`config.mk`:
```
export PLATFORM = sky130hd
export DESIGN_NAME = cas_rx_ctrl
export DESIGN_NICKNAME = d
export VERILOG_FILES = /design/src/rtl/cas_rx_pkg.sv /design/src/rtl/cas_mf_align.sv /design/src/rtl/cas_ais_det.sv /design/src/rtl/cas_sig_store.sv /design/src/rtl/cas_rx_ctrl.sv
export SDC_FILE = /design/constraint.sdc
export NUM_CORES = 1
export LEC_CHECK = 0
export ABC_AREA = 1
export BUFFER_PORTS_ARGS = -buffer_cell sky130_fd_sc_hd__buf_2
export CAP_MARGIN = 25
export CORE_ASPECT_RATIO = 1.4
export CORE_MARGIN = 2
export CORE_UTILIZATION = 50
export DETAILED_ROUTE_END_ITERATION = 8
export HOLD_SLACK_MARGIN = 0.15
export PLACE_DENSITY = 0.71
export SLEW_MARGIN = 20
export SYNTH_ARGS = -nofsm -noshare
export SYNTH_HDL_FRONTEND = slang
export SYNTH_SLANG_ARGS = --single-unit
```
`constraint.sdc`:
```
create_clock -name clk -period 6.5 [get_ports clk]
set_clock_uncertainty 0.05 [all_clocks]
set_input_delay 0.325 -clock clk [delete_from_list [all_inputs] [get_ports clk]]
set_output_delay 0.325 -clock clk [all_outputs]
set_load 0.02 [all_outputs]
```
`src/rtl/cas_rx_pkg.sv`:
```
package cas_rx_pkg;
  localparam int OCTET_W = 8;
  localparam int NIB_W   = 4;

  function automatic logic [3:0] zero_bits(input logic [OCTET_W-1:0] b);
    logic [3:0] n;
    n = '0;
    for (int i = 0; i < OCTET_W; i++) begin
      if (!b[i]) n = n + 4'd1;
    end
    return n;
  endfunction
endpackage

```
`src/rtl/cas_mf_align.sv`:
```
module cas_mf_align
  import cas_rx_pkg::*;
#(
  parameter int MF_LEN    = 16,
  parameter int BAD_LIMIT = 2,
  localparam int FW = $clog2(MF_LEN),
  localparam int BW = $clog2(BAD_LIMIT + 1)
) (
  input  logic               clk,
  input  logic               rst_n,
  input  logic               vld,
  input  logic [OCTET_W-1:0] octet,
  input  logic               slip,
  output logic               aligned,
  output logic [FW-1:0]      fcnt,
  output logic               pend,
  output logic               resync,
  output logic [2:0]         x_bits,
  output logic               y_bit
);
  logic          prev_zero;
  logic [BW-1:0] bad_q;
  logic          zero_nib;

  assign zero_nib = (octet[7:4] == 4'b0000);

  always_ff @(posedge clk) begin
    if (!rst_n) begin
      aligned   <= 1'b0;
      fcnt      <= '0;
      bad_q     <= '0;
      prev_zero <= 1'b1;
      pend      <= 1'b0;
      resync    <= 1'b0;
      x_bits    <= '0;
      y_bit     <= 1'b0;
    end else begin
      resync <= 1'b0;
      if (vld) begin
        prev_zero <= zero_nib;
        if (!aligned) begin
          if (zero_nib && !prev_zero) begin
            aligned <= 1'b1;
            fcnt    <= FW'(1);
            bad_q   <= '0;
            resync  <= 1'b1;
            pend    <= 1'b1;
            x_bits  <= {octet[3], octet[1], octet[0]};
            y_bit   <= octet[2];
          end
        end else begin
          fcnt <= (fcnt == FW'(MF_LEN - 1)) ? '0 : fcnt + FW'(1);
          if (fcnt == '0) begin
            if (zero_nib) begin
              bad_q  <= '0;
              pend   <= 1'b0;
              x_bits <= {octet[3], octet[1], octet[0]};
              y_bit  <= octet[2];
            end else if (bad_q == BW'(BAD_LIMIT - 1)) begin
              aligned <= 1'b0;
              bad_q   <= '0;
            end else begin
              bad_q <= bad_q + BW'(1);
            end
          end
        end
      end
      if (slip) pend <= 1'b1;
    end
  end
endmodule

```
`src/rtl/cas_ais_det.sv`:
```
module cas_ais_det
  import cas_rx_pkg::*;
#(
  parameter int MF_LEN     = 16,
  parameter int ZERO_LIMIT = 3,
  localparam int FW = $clog2(MF_LEN),
  localparam int CW = $clog2(ZERO_LIMIT + 1)
) (
  input  logic               clk,
  input  logic               rst_n,
  input  logic               vld,
  input  logic [OCTET_W-1:0] octet,
  output logic               ais
);
  logic [FW-1:0] blk_q;
  logic [CW-1:0] cur_q, prev_q, cur_next;
  int            sum;

  always_comb begin
    sum = int'(cur_q) + int'(zero_bits(octet));
    cur_next = (sum > ZERO_LIMIT) ? CW'(ZERO_LIMIT) : CW'(sum);
  end

  always_ff @(posedge clk) begin
    if (!rst_n) begin
      blk_q  <= '0;
      cur_q  <= '0;
      prev_q <= CW'(ZERO_LIMIT);
      ais    <= 1'b0;
    end else if (vld) begin
      blk_q <= (blk_q == FW'(MF_LEN - 1)) ? '0 : blk_q + FW'(1);
      if (blk_q == FW'(MF_LEN - 1)) begin
        ais    <= (int'(prev_q) + int'(cur_next)) < ZERO_LIMIT;
        prev_q <= cur_next;
        cur_q  <= '0;
      end else begin
        cur_q <= cur_next;
      end
    end
  end
endmodule

```
`src/rtl/cas_sig_store.sv`:
```
module cas_sig_store
  import cas_rx_pkg::*;
#(
  parameter int NUM_CH = 30,
  parameter int FW     = 4,
  parameter int CH_W   = 5
) (
  input  logic                    clk,
  input  logic                    rst_n,
  input  logic                    wr_en,
  input  logic [FW-1:0]           fcnt,
  input  logic [OCTET_W-1:0]      octet,
  input  logic [CH_W-1:0]         rd_ch,
  output logic [NIB_W-1:0]        rd_abcd,
  output logic [NUM_CH*NIB_W-1:0] flat
);
  localparam int HALF = NUM_CH / 2;

  logic [NIB_W-1:0] mem [NUM_CH];

  for (genvar c = 0; c < NUM_CH; c++) begin : g_ch
    localparam int  FR = (c < HALF) ? c + 1 : c + 1 - HALF;
    localparam bit  UP = (c < HALF);
    always_ff @(posedge clk) begin
      if (!rst_n) begin
        mem[c] <= '0;
      end else if (wr_en && fcnt == FW'(FR)) begin
        mem[c] <= UP ? octet[7:4] : octet[3:0];
      end
    end
    assign flat[c*NIB_W +: NIB_W] = mem[c];
  end

  always_comb begin
    rd_abcd = '0;
    for (int i = 0; i < NUM_CH; i++) begin
      if (rd_ch == CH_W'(i + 1)) rd_abcd = mem[i];
    end
  end
endmodule

```
`src/rtl/cas_rx_ctrl.sv`:
```
module cas_rx_ctrl
  import cas_rx_pkg::*;
#(
  parameter int NUM_CH     = 30,
  parameter int BAD_LIMIT  = 2,
  parameter int ZERO_LIMIT = 3,
  localparam int MF_LEN = NUM_CH / 2 + 1,
  localparam int FW     = $clog2(MF_LEN),
  localparam int CH_W   = $clog2(NUM_CH + 1)
) (
  input  logic               clk,
  input  logic               rst_n,
  input  logic               in_valid,
  output logic               in_ready,
  input  logic [OCTET_W-1:0] line_ts16,
  input  logic [OCTET_W-1:0] sys_ts16,
  input  logic               use_sys,
  input  logic               los,
  input  logic               slip,
  input  logic               freeze_dis,
  input  logic [CH_W-1:0]    rd_ch,
  output logic [NIB_W-1:0]   rd_abcd,
  output logic               mf_aligned,
  output logic               freeze,
  output logic               resync_irq,
  output logic               sig_ais,
  output logic               remote_alarm,
  output logic [2:0]         spare_x
);
  logic [OCTET_W-1:0]      octet;
  logic [FW-1:0]           fcnt;
  logic                    pend;
  logic                    wr_en;
  logic [NUM_CH*NIB_W-1:0] store_flat;

  assign in_ready = 1'b1;
  assign octet    = use_sys ? sys_ts16 : line_ts16;
  assign freeze   = !freeze_dis && (los || slip || !mf_aligned || pend);
  assign wr_en    = in_valid && mf_aligned && (fcnt != '0) && !freeze;

  cas_mf_align #(.MF_LEN(MF_LEN), .BAD_LIMIT(BAD_LIMIT)) u_align (
    .clk(clk), .rst_n(rst_n), .vld(in_valid), .octet(octet), .slip(slip),
    .aligned(mf_aligned), .fcnt(fcnt), .pend(pend), .resync(resync_irq),
    .x_bits(spare_x), .y_bit(remote_alarm)
  );

  cas_ais_det #(.MF_LEN(MF_LEN), .ZERO_LIMIT(ZERO_LIMIT)) u_ais (
    .clk(clk), .rst_n(rst_n), .vld(in_valid), .octet(octet), .ais(sig_ais)
  );

  cas_sig_store #(.NUM_CH(NUM_CH), .FW(FW), .CH_W(CH_W)) u_store (
    .clk(clk), .rst_n(rst_n), .wr_en(wr_en), .fcnt(fcnt), .octet(octet),
    .rd_ch(rd_ch), .rd_abcd(rd_abcd), .flat(store_flat)
  );
endmodule

```
==> parameters.txt <==
Parameter                              Value

Timing
  Worst slew slack as a fraction of its limit    35.5%
  Total Negative Setup Slacks    0 ps
  Ratio of final minimum period to clock period    90.4%
  Final Setup Violations    0
  Count of endpoints failing hold in the final timing report    0
  Max Clk Rate    170 MHz
  Min setup slack post-route    625 ps
  Post-route minimum period    5870 ps
  Setup repair after global routing missed its margin    no
  Max Transition Viols Final    0
  Transition time at the pin with the least slew margin    959 ps

Global routing
  Via count of the first global-routing pass    5736
  First-pass GRT wire length    29500 um
  Pin count of the biggest net entering global routing    40
  GRT overflow    0
  Total GRT Usage    24.8%
  Antenna violations before repair    0

Setup path
  Element type at the critical path start    input port
  Critical Path Source    use_sys
  Critical path type    in -> reg
  Critical Path Sink Type    flip-flop
  R2R setup slack    3870 ps
  FF-to-FF End    u_store.mem[0][24]
  Startpoint of the worst-slack reg-to-reg timing path    u_align.fcnt[0]
  CP peak stage delay    440 ps
  Data arrival time of the critical path    6170 ps
  Data required, critical path    6790 ps
  Critical Path Slowest Stage Cell    sky130_fd_sc_hd__fa_1
  Critical path endpoint    u_ais.ais
  Most frequent CP cell    sky130_fd_sc_hd__ha_1
  Biggest fanout along the worst timing path    9
  FF-to-FF path depth    9

Detailed routing
  1st-pass router iterations    6
  Post-Route WL    18600 um
  Routed wire length per instance    17.0 um
  Via total after detailed routing    5872
  Number of DRC markers in iteration 0    530
  Vias per Instance    5.37
  Remaining design rule violation count    0
  Routed Antenna Nets    0

Yosys
  Yosys reg bits    143
  Yosys synthesis warning count    0
  Number of library cell types mapped by synthesis    45
  Count of flip-flops with a built-in enable after synthesis    120
  Netlist Area Pre-Place    7360 um^2
  Gate count of the mapped netlist    843
  Synthesized area divided by synthesized cell count    8.73 um^2
  Part of the Yosys area used for sequential elements    55.2%
  Proportion of register bits with asynchronous set or reset after synthesis    0%
  Synthesized netlist net count    888
  Most instantiated flip-flop cell in the synthesis netlist    sky130_fd_sc_hd__edfxtp_1

Die
  Die area    15700 um^2
  Starting utilization of the core area    51.0%
  Vert. Die Dim    148 um
  Core footprint    14400 um^2
  Row cnt    52
  I/O pin total    41
  Overall die width    107 um

CTS
  Clock Tree Root    sky130_fd_sc_hd__clkbuf_16
  TritonCTS clock tree    yes
  Clock-pin slew on the worst setup and hold paths    60 ps
  H-Tree Level Count    4
  Sink Count    143
  Post-CTS sizing    0
  Maximum root-to-sink buffer count    2
  Total CTS buffers    17
  Clock latency at the later pin of the worst-skew pair    420 ps

Layout
  Area added between synthesis and finish    13.3%
  Net count reported at finish    937
  Number of diodes    0
  Fraction of final layout cells sized beyond drive strength 1    12.5%
  Fill cell count    1292

Placed design
  Final weighted congestion of routability-driven global placement    0.941
  Count of buffers from port buffering    39
  Placement Setup Slack    232 ps
  Detailed placer's ending HPWL    13600 um

Pwr
  Leakage power    0.00345 uW
  Pwr dens    277 nW/um^2
  Worst VDD drop    0.208 mV

Outcome
  Run status    finished, final reports clean

Hold path
  Worst hold path type    in -> reg

Run
  Count of max-cap constraint violations    0
## per-stage QoR
step | util, % | hold slack (ps) | area, um^2 | cells | power (uW)
after floorplan | - | 358 | 7360 | 843 | 1310
after global placement | 53.7 | 378 | 7750 | 1058 | 1390
after detailed placement | 53.7 | 394 | 7760 | 1060 | 1400
after CTS | 57.7 | 193 | 8330 | 1093 | 2310
after global routing | 57.7 | 208 | 8340 | 1094 | 2390
final | 57.7 | 195 | 8340 | 1094 | 2310
## per-layer routing
metal  wire (um)  global-route usage, %  vias to the layer above  share of wire [%]
li1            -                      -                     2860                  -
met1        6760                   28.4                     2711                 36
met2        9850                   44.3                      246                 53
met3        1040                   3.40                       55                5.6
met4         947                   14.2                        0                5.1
met5           0                      0                        -                  0
## cells by family (layout without fill, tap and decap cells)
family | count (synthesis) | count (layout) | synth area share [%]
buffers and inverters | 133 | 195 | 7.21
adders and majority gates | 17 | 17 | 3.09
other | 1 | 1 | 0.0510
xor gates and xnor gates | 12 | 12 | 2.24
DFF | 143 | 143 | 55.2
and+or+nand+nor | 475 | 475 | 27.5
AOI/OAI and AO/OA | 62 | 62 | 4.66
## flip-flops by register name (all words and copies together), names as in the netlist
register           count
u_align.pend           1
u_ais.cur_q            2
u_ais.ais              1
u_align.y_bit          1
u_align.prev_zero      1
u_ais.blk_q            4
u_align.bad_q          2
u_align.aligned        1
u_align.x_bits         3
u_ais.prev_q           2
u_align.resync         1
u_align.fcnt           4
u_store.mem          120
## worst min path at each step
stage                     start                to  slack [ps]  depth (start not counted)
5_1_grt                in_valid   u_align.fcnt[1]         210                          3
3_5_place_dp   u_align.bad_q[1]  u_align.bad_q[1]         390                          2
2_1_floorplan  u_align.bad_q[1]  u_align.bad_q[1]         360                          2
6_report               in_valid   u_align.fcnt[1]         190                          3
4_1_cts                in_valid   u_align.fcnt[1]         190                          3
3_3_place_gp   u_align.bad_q[1]  u_align.bad_q[1]         380                          2
## placed cells by master, fill, tap and decap left out, types with 3 or more instances in the layout
master / Yosys / layout
sky130_fd_sc_hd__a31oi_1: 3 / 3
sky130_fd_sc_hd__inv_4: 0 / 3
sky130_fd_sc_hd__o21ai_0: 24 / 21
sky130_fd_sc_hd__edfxtp_1: 120 / 120
sky130_fd_sc_hd__or2_2: 11 / 11
sky130_fd_sc_hd__a21oi_1: 21 / 21
sky130_fd_sc_hd__o21ai_1: 4 / 7
sky130_fd_sc_hd__dfxtp_1: 23 / 23
sky130_fd_sc_hd__clkinv_1: 5 / 5
sky130_fd_sc_hd__nand3_1: 44 / 44
sky130_fd_sc_hd__buf_4: 1 / 10
sky130_fd_sc_hd__buf_2: 0 / 41
sky130_fd_sc_hd__nand4_1: 32 / 32
sky130_fd_sc_hd__nand2_2: 4 / 4
sky130_fd_sc_hd__o22ai_1: 3 / 3
sky130_fd_sc_hd__nor3_1: 13 / 13
sky130_fd_sc_hd__xnor2_1: 3 / 3
sky130_fd_sc_hd__nand2_1: 174 / 174
sky130_fd_sc_hd__inv_1: 102 / 102
sky130_fd_sc_hd__ha_1: 15 / 15
sky130_fd_sc_hd__inv_6: 1 / 5
sky130_fd_sc_hd__clkinv_2: 0 / 3
sky130_fd_sc_hd__clkbuf_16: 0 / 18
sky130_fd_sc_hd__inv_2: 3 / 3
sky130_fd_sc_hd__nor2_1: 185 / 185
sky130_fd_sc_hd__xor2_1: 4 / 4
## final cells by class
class / count / area [um^2] / share of cell area (%)
Inverter: 111 / 422 / 5.06
Sequential cell: 143 / 4060 / 48.7
Clock inverter: 13 / 97.6 / 1.17
Timing Repair Buffer: 52 / 290 / 3.48
Tap cell: 189 / 236 / 2.84
Clock buffer: 19 / 464 / 5.57
Multi-Input combinational cell: 567 / 2770 / 33.2
## power by group
part | internal (uW) | total (uW) | switching (uW)
registers | 1020 | 1040 | 12.5
logic | 118 | 349 | 231
clock network | 528 | 922 | 395
## synth_stat cells (2+ instances only)
cell | number | area [um^2]
sky130_fd_sc_hd__a21oi_1 | 21 | 105
sky130_fd_sc_hd__a31oi_1 | 3 | 18.8
sky130_fd_sc_hd__and2_1 | 2 | 12.5
sky130_fd_sc_hd__buf_6 | 3 | 33.8
sky130_fd_sc_hd__clkbuf_1 | 18 | 67.6
sky130_fd_sc_hd__clkinv_1 | 5 | 18.8
sky130_fd_sc_hd__dfxtp_1 | 23 | 460
sky130_fd_sc_hd__edfxtp_1 | 120 | 3600
sky130_fd_sc_hd__fa_1 | 2 | 40.0
sky130_fd_sc_hd__ha_1 | 15 | 188
sky130_fd_sc_hd__inv_1 | 102 | 383
sky130_fd_sc_hd__inv_2 | 3 | 11.3
sky130_fd_sc_hd__nand2_1 | 174 | 653
sky130_fd_sc_hd__nand2_2 | 4 | 25.0
sky130_fd_sc_hd__nand3_1 | 44 | 220
sky130_fd_sc_hd__nand3_2 | 2 | 20.0
sky130_fd_sc_hd__nand4_1 | 32 | 200
sky130_fd_sc_hd__nor2_1 | 185 | 694
sky130_fd_sc_hd__nor3_1 | 13 | 65.1
sky130_fd_sc_hd__nor4_1 | 2 | 12.5
sky130_fd_sc_hd__o21ai_0 | 24 | 120
sky130_fd_sc_hd__o21ai_1 | 4 | 20.0
sky130_fd_sc_hd__o22ai_1 | 3 | 18.8
sky130_fd_sc_hd__or2_2 | 11 | 68.8
sky130_fd_sc_hd__xnor2_1 | 3 | 26.3
sky130_fd_sc_hd__xor2_1 | 4 | 35.0
sky130_fd_sc_hd__xor2_2 | 2 | 32.5
sky130_fd_sc_hd__xor2_4 | 2 | 55.1
## repair_timing
| action | 4_1_cts | 5_1_grt |
|---|---|---|
| hold buffers | 1 | 0 |
| endpoints found under the setup margin | 0 | 0 |
| buffers inserted | 0 | 0 |
| hold endpoints to repair | 1 | 0 |
## critical path: cells and delay by family
kind	cells	cell delay, ps
AND/OR/NAND/NOR	9	1190
AO/OA/AOI/OAI	8	1340
buffers and inverters	4	390
XOR/XNOR	1	220
adder cells (fa/ha/maj)	9	2690
(Power assumes the default switching activity.)
